### src/rtl/spec_booth_pkg.sv
package spec_booth_pkg;

    typedef enum logic {
        SLOT_EMPTY = 1'b0,
        SLOT_FULL  = 1'b1
    } slot_t;

    typedef struct packed {
        logic neg;
        logic one;
        logic two;
    } booth_sel_t;

    // Radix-4 recoding of one overlapping bit triplet {b[2i+1], b[2i], b[2i-1]}
    function automatic booth_sel_t booth_decode(input logic [2:0] trip);
        booth_sel_t s;
        s.one = trip[0] ^ trip[1];
        s.two = (trip == 3'b011) || (trip == 3'b100);
        s.neg = trip[2] && !(trip[1] && trip[0]);
        return s;
    endfunction

endpackage

### src/rtl/booth_pp_gen.sv
module booth_pp_gen
    import spec_booth_pkg::*;
#(
    parameter int N   = 16,
    parameter int NPP = N / 2
) (
    input  logic [N-1:0]              mcand,
    input  logic [N-1:0]              mplier,
    output logic [NPP-1:0][2*N-1:0]   pp
);
    localparam int PW = 2 * N;

    // Multiplier with an implicit zero below its LSB
    logic [N:0]    mx;
    logic [PW-1:0] a_ext;

    assign mx    = {mplier, 1'b0};
    assign a_ext = {{N{mcand[N-1]}}, mcand};

    for (genvar g = 0; g < NPP; g++) begin : g_row
        booth_sel_t    sel;
        logic [PW-1:0] mag;
        logic [PW-1:0] sgn;

        assign sel = booth_decode(mx[2*g+2 : 2*g]);

        always_comb begin
            if (sel.one)      mag = a_ext;
            else if (sel.two) mag = a_ext << 1;
            else              mag = '0;
            sgn = sel.neg ? (~mag + PW'(1)) : mag;
        end

        assign pp[g] = sgn << (2 * g);
    end

endmodule

### src/rtl/booth_part_sum.sv
module booth_part_sum #(
    parameter int N   = 16,
    parameter int NPP = N / 2,
    parameter int LW  = N + $clog2(NPP)
) (
    input  logic [NPP-1:0][2*N-1:0] pp,
    output logic [N-1:0]            hi_sum,
    output logic [LW-1:0]           lo_sum
);
    // Upper and lower parts of every row summed independently
    always_comb begin
        hi_sum = '0;
        lo_sum = '0;
        for (int i = 0; i < NPP; i++) begin
            hi_sum = hi_sum + pp[i][2*N-1:N];
            lo_sum = lo_sum + LW'(pp[i][N-1:0]);
        end
    end

endmodule

### src/rtl/booth_fix_stage.sv
module booth_fix_stage
    import spec_booth_pkg::*;
#(
    parameter int N     = 16,
    parameter int SPLIT = 8
) (
    input  logic           clk,
    input  logic           rst_n,
    input  logic           s1_full,
    input  logic [N-1:0]   s1_hi,
    input  logic [N-1:0]   s1_lo,
    input  logic           s1_sign,
    input  logic           s1_carry,
    output logic           done,
    output logic [2*N-1:0] prod
);
    localparam int UW = N - SPLIT;

    slot_t          st_q, st_d;
    logic [UW-1:0]  upper_fix;
    logic [2*N-1:0] prod_d;

    // Correction always applied: sign extension plus stored carry
    assign upper_fix = s1_hi[N-1:SPLIT] + {UW{s1_sign}} + UW'(s1_carry);
    assign prod_d    = {upper_fix, s1_hi[SPLIT-1:0], s1_lo};

    always_comb begin
        unique case (st_q)
            SLOT_EMPTY: st_d = s1_full ? SLOT_FULL : SLOT_EMPTY;
            SLOT_FULL:  st_d = s1_full ? SLOT_FULL : SLOT_EMPTY;
            default:    st_d = SLOT_EMPTY;
        endcase
    end

    always_ff @(posedge clk or negedge rst_n) begin
        if (!rst_n) st_q <= SLOT_EMPTY;
        else        st_q <= st_d;
    end

    always_ff @(posedge clk or negedge rst_n) begin
        if (!rst_n)       prod <= '0;
        else if (s1_full) prod <= prod_d;
    end

    assign done = (st_q == SLOT_FULL);

endmodule

### src/rtl/spec_booth_mul.sv
module spec_booth_mul
    import spec_booth_pkg::*;
#(
    parameter int N         = 16,
    parameter int SPLIT     = 8,
    parameter int CARRY_EST = 4
) (
    input  logic           clk,
    input  logic           rst_n,
    input  logic           in_valid,
    input  logic [N-1:0]   op_a,
    input  logic [N-1:0]   op_b,
    output logic           spec_valid,
    output logic [N-1:0]   spec_hi,
    output logic           spec_ok,
    output logic           exact_done,
    output logic [2*N-1:0] exact_prod
);
    localparam int NPP = N / 2;
    localparam int CB  = $clog2(NPP);
    localparam int LW  = N + CB;
    localparam int DW  = CB + 1;

    logic [NPP-1:0][2*N-1:0] pp;
    logic [N-1:0]            hi_sum;
    logic [LW-1:0]           lo_sum;

    booth_pp_gen #(.N(N), .NPP(NPP)) u_pp (
        .mcand (op_a),
        .mplier(op_b),
        .pp    (pp)
    );

    booth_part_sum #(.N(N), .NPP(NPP), .LW(LW)) u_sum (
        .pp    (pp),
        .hi_sum(hi_sum),
        .lo_sum(lo_sum)
    );

    // Stage 1: speculation and primary compensation
    logic [CB-1:0]    c_true;
    logic [DW-1:0]    c_diff;
    logic             d_sign;
    logic [SPLIT-1:0] d_ext;
    logic [N-1:0]     spec_full;
    logic [SPLIT-1:0] low_fix;
    logic             c_fix;

    assign c_true    = lo_sum[LW-1:N];
    assign c_diff    = {1'b0, c_true} - DW'(CARRY_EST);
    assign d_sign    = c_diff[DW-1];
    assign d_ext     = {{(SPLIT-DW){d_sign}}, c_diff};
    assign spec_full = hi_sum + N'(CARRY_EST);
    assign {c_fix, low_fix} = {1'b0, spec_full[SPLIT-1:0]} + {1'b0, d_ext};

    slot_t        s1_q, s1_d;
    logic [N-1:0] r_hi, r_lo;
    logic         r_sign, r_carry;

    always_comb begin
        unique case (s1_q)
            SLOT_EMPTY: s1_d = in_valid ? SLOT_FULL : SLOT_EMPTY;
            SLOT_FULL:  s1_d = in_valid ? SLOT_FULL : SLOT_EMPTY;
            default:    s1_d = SLOT_EMPTY;
        endcase
    end

    always_ff @(posedge clk or negedge rst_n) begin
        if (!rst_n) s1_q <= SLOT_EMPTY;
        else        s1_q <= s1_d;
    end

    always_ff @(posedge clk or negedge rst_n) begin
        if (!rst_n) begin
            r_hi    <= '0;
            r_lo    <= '0;
            r_sign  <= 1'b0;
            r_carry <= 1'b0;
        end else if (in_valid) begin
            r_hi    <= {spec_full[N-1:SPLIT], low_fix};
            r_lo    <= lo_sum[N-1:0];
            r_sign  <= d_sign;
            r_carry <= c_fix;
        end
    end

    always_comb begin
        spec_valid = (s1_q == SLOT_FULL);
        spec_hi    = r_hi;
        spec_ok    = spec_valid && (r_sign == r_carry);
    end

    // Stage 2: unconditional correction of the upper bits
    booth_fix_stage #(.N(N), .SPLIT(SPLIT)) u_fix (
        .clk     (clk),
        .rst_n   (rst_n),
        .s1_full (spec_valid),
        .s1_hi   (r_hi),
        .s1_lo   (r_lo),
        .s1_sign (r_sign),
        .s1_carry(r_carry),
        .done    (exact_done),
        .prod    (exact_prod)
    );

endmodule

### config.mk
export PLATFORM = sky130hd
export DESIGN_NAME = spec_booth_mul
export DESIGN_NICKNAME = d
export VERILOG_FILES = /design/src/rtl/spec_booth_pkg.sv /design/src/rtl/booth_pp_gen.sv /design/src/rtl/booth_part_sum.sv /design/src/rtl/booth_fix_stage.sv /design/src/rtl/spec_booth_mul.sv
export SDC_FILE = /design/constraint.sdc
export NUM_CORES = 1
export LEC_CHECK = 0
export BUFFER_PORTS_ARGS = -buffer_cell sky130_fd_sc_hd__buf_2
export CORE_AREA = 2 2 157 159
export CTS_CLUSTER_SIZE = 16
export DETAILED_ROUTE_END_ITERATION = 7
export DIE_AREA = 0 0 159 161
export PLACE_DENSITY = 0.78
export SLEW_MARGIN = 30
export SYNTH_ARGS = -nofsm -noshare
export SYNTH_HDL_FRONTEND = slang
export SYNTH_SLANG_ARGS = --single-unit
### constraint.sdc
create_clock -name clk -period 3.4 [get_ports clk]
set_clock_uncertainty 0.05 [all_clocks]
set_input_delay 0.51 -clock clk [delete_from_list [all_inputs] [get_ports clk]]
set_output_delay 0.51 -clock clk [all_outputs]
set_load 0.03 [all_outputs]
; ---- Word level (Yosys, flattened, before mapping)
; Index checks and enable logic that the tools add are counted.
[word_totals]
register_bits = 68
inputBits = 35
output_inout_bits = 51
word_cells = 120
[classes]
addsub = 27
n_eq_ne = 16
n_mux = 26
bitwise_logic = 15
n_reduce_logical = 29
[ops]
columns = cell, n
row1 = adder 19 x 16 -> 19 bit, 6
row2 = adder 16 bit, 7
row3 = two-way mux 32 bit, 3
row4 = two-way mux 30 bit, 3
row5 = two-way mux 28 bit, 3
row6 = two-way mux 26 bit, 3
row7 = two-way mux 24 bit, 3
row8 = two-way mux 22 bit, 3
row9 = two-way mux 20 bit, 3
row10 = two-way mux 18 bit, 3
row11 = "adder 32 x 1 -> 32 bit, second input constant", 1
row12 = inverter 32 bit, 1
row13 = "adder 30 x 1 -> 30 bit, second input constant", 1
row14 = inverter 30 bit, 1
row15 = "adder 28 x 1 -> 28 bit, second input constant", 1
row16 = inverter 28 bit, 1
row17 = "adder 26 x 1 -> 26 bit, second input constant", 1
row18 = inverter 26 bit, 1
row19 = "adder 24 x 1 -> 24 bit, second input constant", 1
row20 = inverter 24 bit, 1
row21 = "adder 22 x 1 -> 22 bit, second input constant", 1
row22 = inverter 22 bit, 1
row23 = "equality test 3 x 2 -> 1 bit, second input constant", 7
row24 = "equality test 3 bit, second input constant", 7
row25 = other kinds (17), 50

; ---- Logic depth before layout (Yosys ltp)
[depth]
word_depth = 16
ltp_mapped = 43
mapped_depth_nobuf = 41

; ---- Modules after synthesis
; A second synthesis with hierarchy kept.
[hier_totals]
hier_cells = 2282
area_unflattened_um2 = 17145.2
[modules_own_cells]
columns = module, instances, cells_per_inst, area_per_inst_um2, seq_area_each_um2
row1 = booth_pp_gen, 1, 1204, 7064.3, 0.0
row2 = booth_part_sum, 1, 780, 6586.3, 0.0
row3 = spec_booth_mul, 1, 175, 1910.6, 875.8
row4 = booth_fix_stage, 1, 123, 1584.0, 825.8

; ---- Worst setup path after synthesis
; No wires, ideal clock.
[synth_path]
kind = input-to-reg
from = in op_b[1]
to = reg r_hi[7], in the netlist spec_hi[7]
setup_ps = 125
arrival_ps = 9745
required_time_ps = 3225
path_slack_ps = -6520
cell_stages = 40
path_buffers = 5
path_cell_list = clkbuf_1 clkinv_1 ha_1 clkbuf_1 clkbuf_1 buf_1 nand2_1 ha_1 o21a_1 ha_1 a21o_1 a21oi_1 o21ai_0 a21oi_1 nand2b_1 a21boi_0 o31a_1 or4_1 [4 not listed] inv_1 fa_1 inv_1 fa_1 inv_1 ha_1 nor2_1 nor2_1 or4b_2 nand3_1 clkbuf_1 inv_1 ha_1 a211oi_1 nand2_1 a41oi_1 xnor2_1 mux2_2
[synth_via]
elab_chain_cells = 16
elab_cells_between_ends = 35
cone_classes = add/sub: 19 / eq/ne: 3 / mux: 6 / bitwise: 3 / reduce/logical: 4
[synth_lines]
columns = element, line
row1 = from (decl), spec_booth_mul.sv:12  ; input logic [N-1:0] op_b,
row2 = equality test 3 x 2 -> 1 bit / equality test 3 bit (equally long branches), spec_booth_pkg.sv:18  ; s.two = (trip == 3'b011) || (trip == 3'b100);
row3 = logical OR 1 bit, spec_booth_pkg.sv:18
row4 = two-way mux 30 bit, booth_pp_gen.sv:29  ; else if (sel.two) mag = a_ext << 1;
row5 = two-way mux 30 bit, booth_pp_gen.sv:28  ; if (sel.one) mag = a_ext;
row6 = inverter 30 bit, booth_pp_gen.sv:31  ; sgn = sel.neg ? (~mag + PW'(1)) : mag;
row7 = adder 30 x 1 -> 30 bit, booth_pp_gen.sv:31
row8 = two-way mux 30 bit, booth_pp_gen.sv:31
row9 = adder 16 bit / adder 16 x 16 -> 17 bit (equally long branches), "booth_part_sum.sv:15, booth_part_sum.sv:16"
row10 = adder 16 bit / adder 19 x 16 -> 19 bit (equally long branches) (6 in series), "booth_part_sum.sv:15, booth_part_sum.sv:16"
row11 = adder 16 x 3 -> 16 bit / subtractor 3 x 3 -> 4 bit (equally long branches), "spec_booth_mul.sv:53, spec_booth_mul.sv:50"
row12 = adder 8 x 8 -> 9 bit *, spec_booth_mul.sv:54  ; assign {c_fix, low_fix} = {1'b0, spec_full[SPLIT-1:0]} + {1'b0, d_ext};
row13 = to (signal assigned), spec_booth_mul.sv:80  ; r_hi <= {spec_full[N-1:SPLIT], low_fix};
row14 = to (decl), spec_booth_mul.sv:57  ; logic [N-1:0] r_hi, r_lo;
; Mark *: on every way between the ends. The rest lies on a longest branch, timed or not.
; A chain may end at the register's enable or synchronous reset.

; ---- Worst setup path in the final report
; Same ends and word-level chain as after synthesis.

==> reports/metrics.yaml <==
status: "finished, violations left"
violations: "setup timing"
placeableCoreArea_um2: 24000
drc: 0
wire_per_inst_um: 24.3
grt_overflow_total: 0
syn_area_per_cell_um2: 7.94
die_w_um: 159
setup_tns_ns: -97.63
finalSetupViolations: 28
drv_slew: 0
ys_warn_count: 0
portBuffers: 85
use_met1_pct: 55.0
r2r-start: "r_sign"
rsz0062_at_grt: "true"
timing_worst_setup_path_type: "in -> reg"
h-tree-depth: 3
rows: 57
final_common_cell: "buf_4"
postCtsHoldBufs: 0
ant_nets: 0
async_flop_share_pct: 100
seqCellArea_um2: 1700
clock_latency_ns: 0.34
slowest_delay_ns: 0.59
place_congestion: 1.06
worst_pin_slew_ns: 0.707
nFillCells: 1410
synth_cells: 1784
final_cell_mix: "buf_4 (448), nand2_1 (175), inv_1 (152)"
grt_pass1_wl_um: 88400
hold_class: "in -> async"
cts_tree: "built"
ys_types: 75
clk_pin_slew_ns: 0.06
die_area_um2: 25600
vias: 16400
layout_setup_ws_ns: -5.12
clock-sinks: 68
synth_nets: 2038
fmax_mhz: 117
grt_usage_pct: 44.3
start_util_pct: 59.1
ys_seq_area_share_pct: 12.0
grt_max_degree: 53
first_iter_violations: 2352
area_growth_pct: 39.3
routed_wl_um: 62000
vias_per_cell: 6.45
first_pass_iters: 6
drive_gt1_share_pct: 38.8
fin_nets: 2472
use_met3_pct: 8.09
maxSlewHeadroom_pct: 52.9
place_hpwl_um: 41800
endpoint_kind: "flip-flop"
grt_pass1_vias: 15700
cap_violations: 0
numCtsBuffers: 9
hold_viol_final: 0
critPathLaunchType: "input pin"
fin_crit_ns: 8.52
synth-edff-count: 0
cts_buffer_depth: 2
antenna_found_initial: 1
crit_path_start: "op_b[1]"
synthFlopType: "dfrtp_1"
worstPathArrival_ns: 8.69
ios: 86
grt_use_met2_pct: 75.4
clock-root-buffer: "clkbuf_16"
critPathSlowestCell: "fa_1"
required_ns: 3.58
synth_seq_cells: 68
crit_path_frequent_cell: "fa_1"
grt-busiest-layer: "met2"
die_y_um: 161
fin_crit_sh_pct: 250
multi_input_area_um2: 12600
syn-cell-area_um2: 14200
worst-path-max-fanout: 13
[critical path: cells and delay by family]
| kind | cells | cell delay (ns) |
|---|---|---|
| fa+ha+maj | 8 | 3.10 |
| compound gates | 15 | 2.70 |
| buf+inv | 8 | 0.87 |
| simple gates | 5 | 0.59 |
| xor+xnor | 3 | 0.47 |
| mux | 2 | 0.45 |
[logic make-up after synthesis]
logic type,count (synthesis),share of synthesized area [%]
compound gates,475,21.4
simple gates,464,15.1
buf+inv,302,8.19
fa+ha+maj,219,25.9
xor+xnor,173,10.9
mux,83,6.52
flops,68,12.0
[routing by layer]
metal	share of wire [%]	routed length, um	up-vias
met1	35	21900	7661
li1	-	-	6955
met2	45	27700	1367
met4	8.0	4970	0
met5	0	0	-
met3	12	7470	456
[sequential cells by signal (all words and copies together) (netlist names)]
register / cells
r_carry: 1
r_lo: 16
u_fix.done: 1
spec_hi: 16
spec_valid: 1
u_fix.prod: 32
r_sign: 1
[final timing paths]
path,end,slack (ns),depth (start not counted)
worst max-delay path,spec_hi[7],-5.12,41
worst min-delay path,u_fix.prod[9],0.08,1
worst max register to register,u_fix.prod[30],0.55,10
worst min register to register,u_fix.prod[19],0.45,1
max in group asynchronous,r_lo[3],2.60,2
min in group clk,u_fix.prod[19],0.45,1
[repair_timing]
item / in CTS / in global routing
hold endpoints to repair: 0 / 0
pin swaps: 73 / 80
setup buffers: 22 / 17
gates resized for setup: 100 / 108
cloned: 0 / 0
setup endpoints to repair: 28 / 29
[cells in the mapped netlist (all sizes together), types with 13 or more instances]
library cell / count / share of area (%)
nand3: 14 / 0.49
a22o: 13 / 0.80
dfrtp: 68 / 12
a22oi: 36 / 1.9
nand2: 184 / 4.9
nand2b: 14 / 0.62
inv: 172 / 4.6
o21ai: 138 / 4.9
a211oi: 19 / 1.0
nor2: 126 / 3.3
ha: 95 / 8.4
nor2b: 18 / 0.79
buf: 22 / 0.78
and3: 15 / 0.66
xnor2: 115 / 7.1
nor3: 28 / 0.99
xor2: 56 / 3.5
or2: 15 / 0.66
mux2: 74 / 5.9
a31oi: 19 / 0.94
a21o: 21 / 1.1
a21oi: 114 / 4.0
fa: 124 / 18
clkbuf: 107 / 2.8
[cell type report]
cell class / count / share of cell area, %
Antenna cell: 1 / 0.0127
Multi-Input combinational cell: 1414 / 63.6
Clock buffer: 9 / 1.14
Clock inverter: 7 / 0.501
Sequential cell: 68 / 8.62
Timing Repair Buffer: 552 / 20.6
Tap cell: 324 / 2.05
Inverter: 173 / 3.40
[metrics by stage]
stage	hold WS, ns	std cells	setup WS (ns)	utilization, %	area, um^2
global route	0.126	2547	-5.30	82.4	19700
CTS	0.262	2530	-4.66	79.8	19100
finish	0.0812	2548	-5.12	82.4	19700
floorplan	0.164	1784	-5.11	-	14800
global placement	0.434	2493	-5.06	75.8	18200
detailed placement	0.441	2493	-5.21	75.8	18200
Power is left out: the tool's default activity adds up to more than one toggle a clock period on the data nets, which glitch-free logic cannot reach.
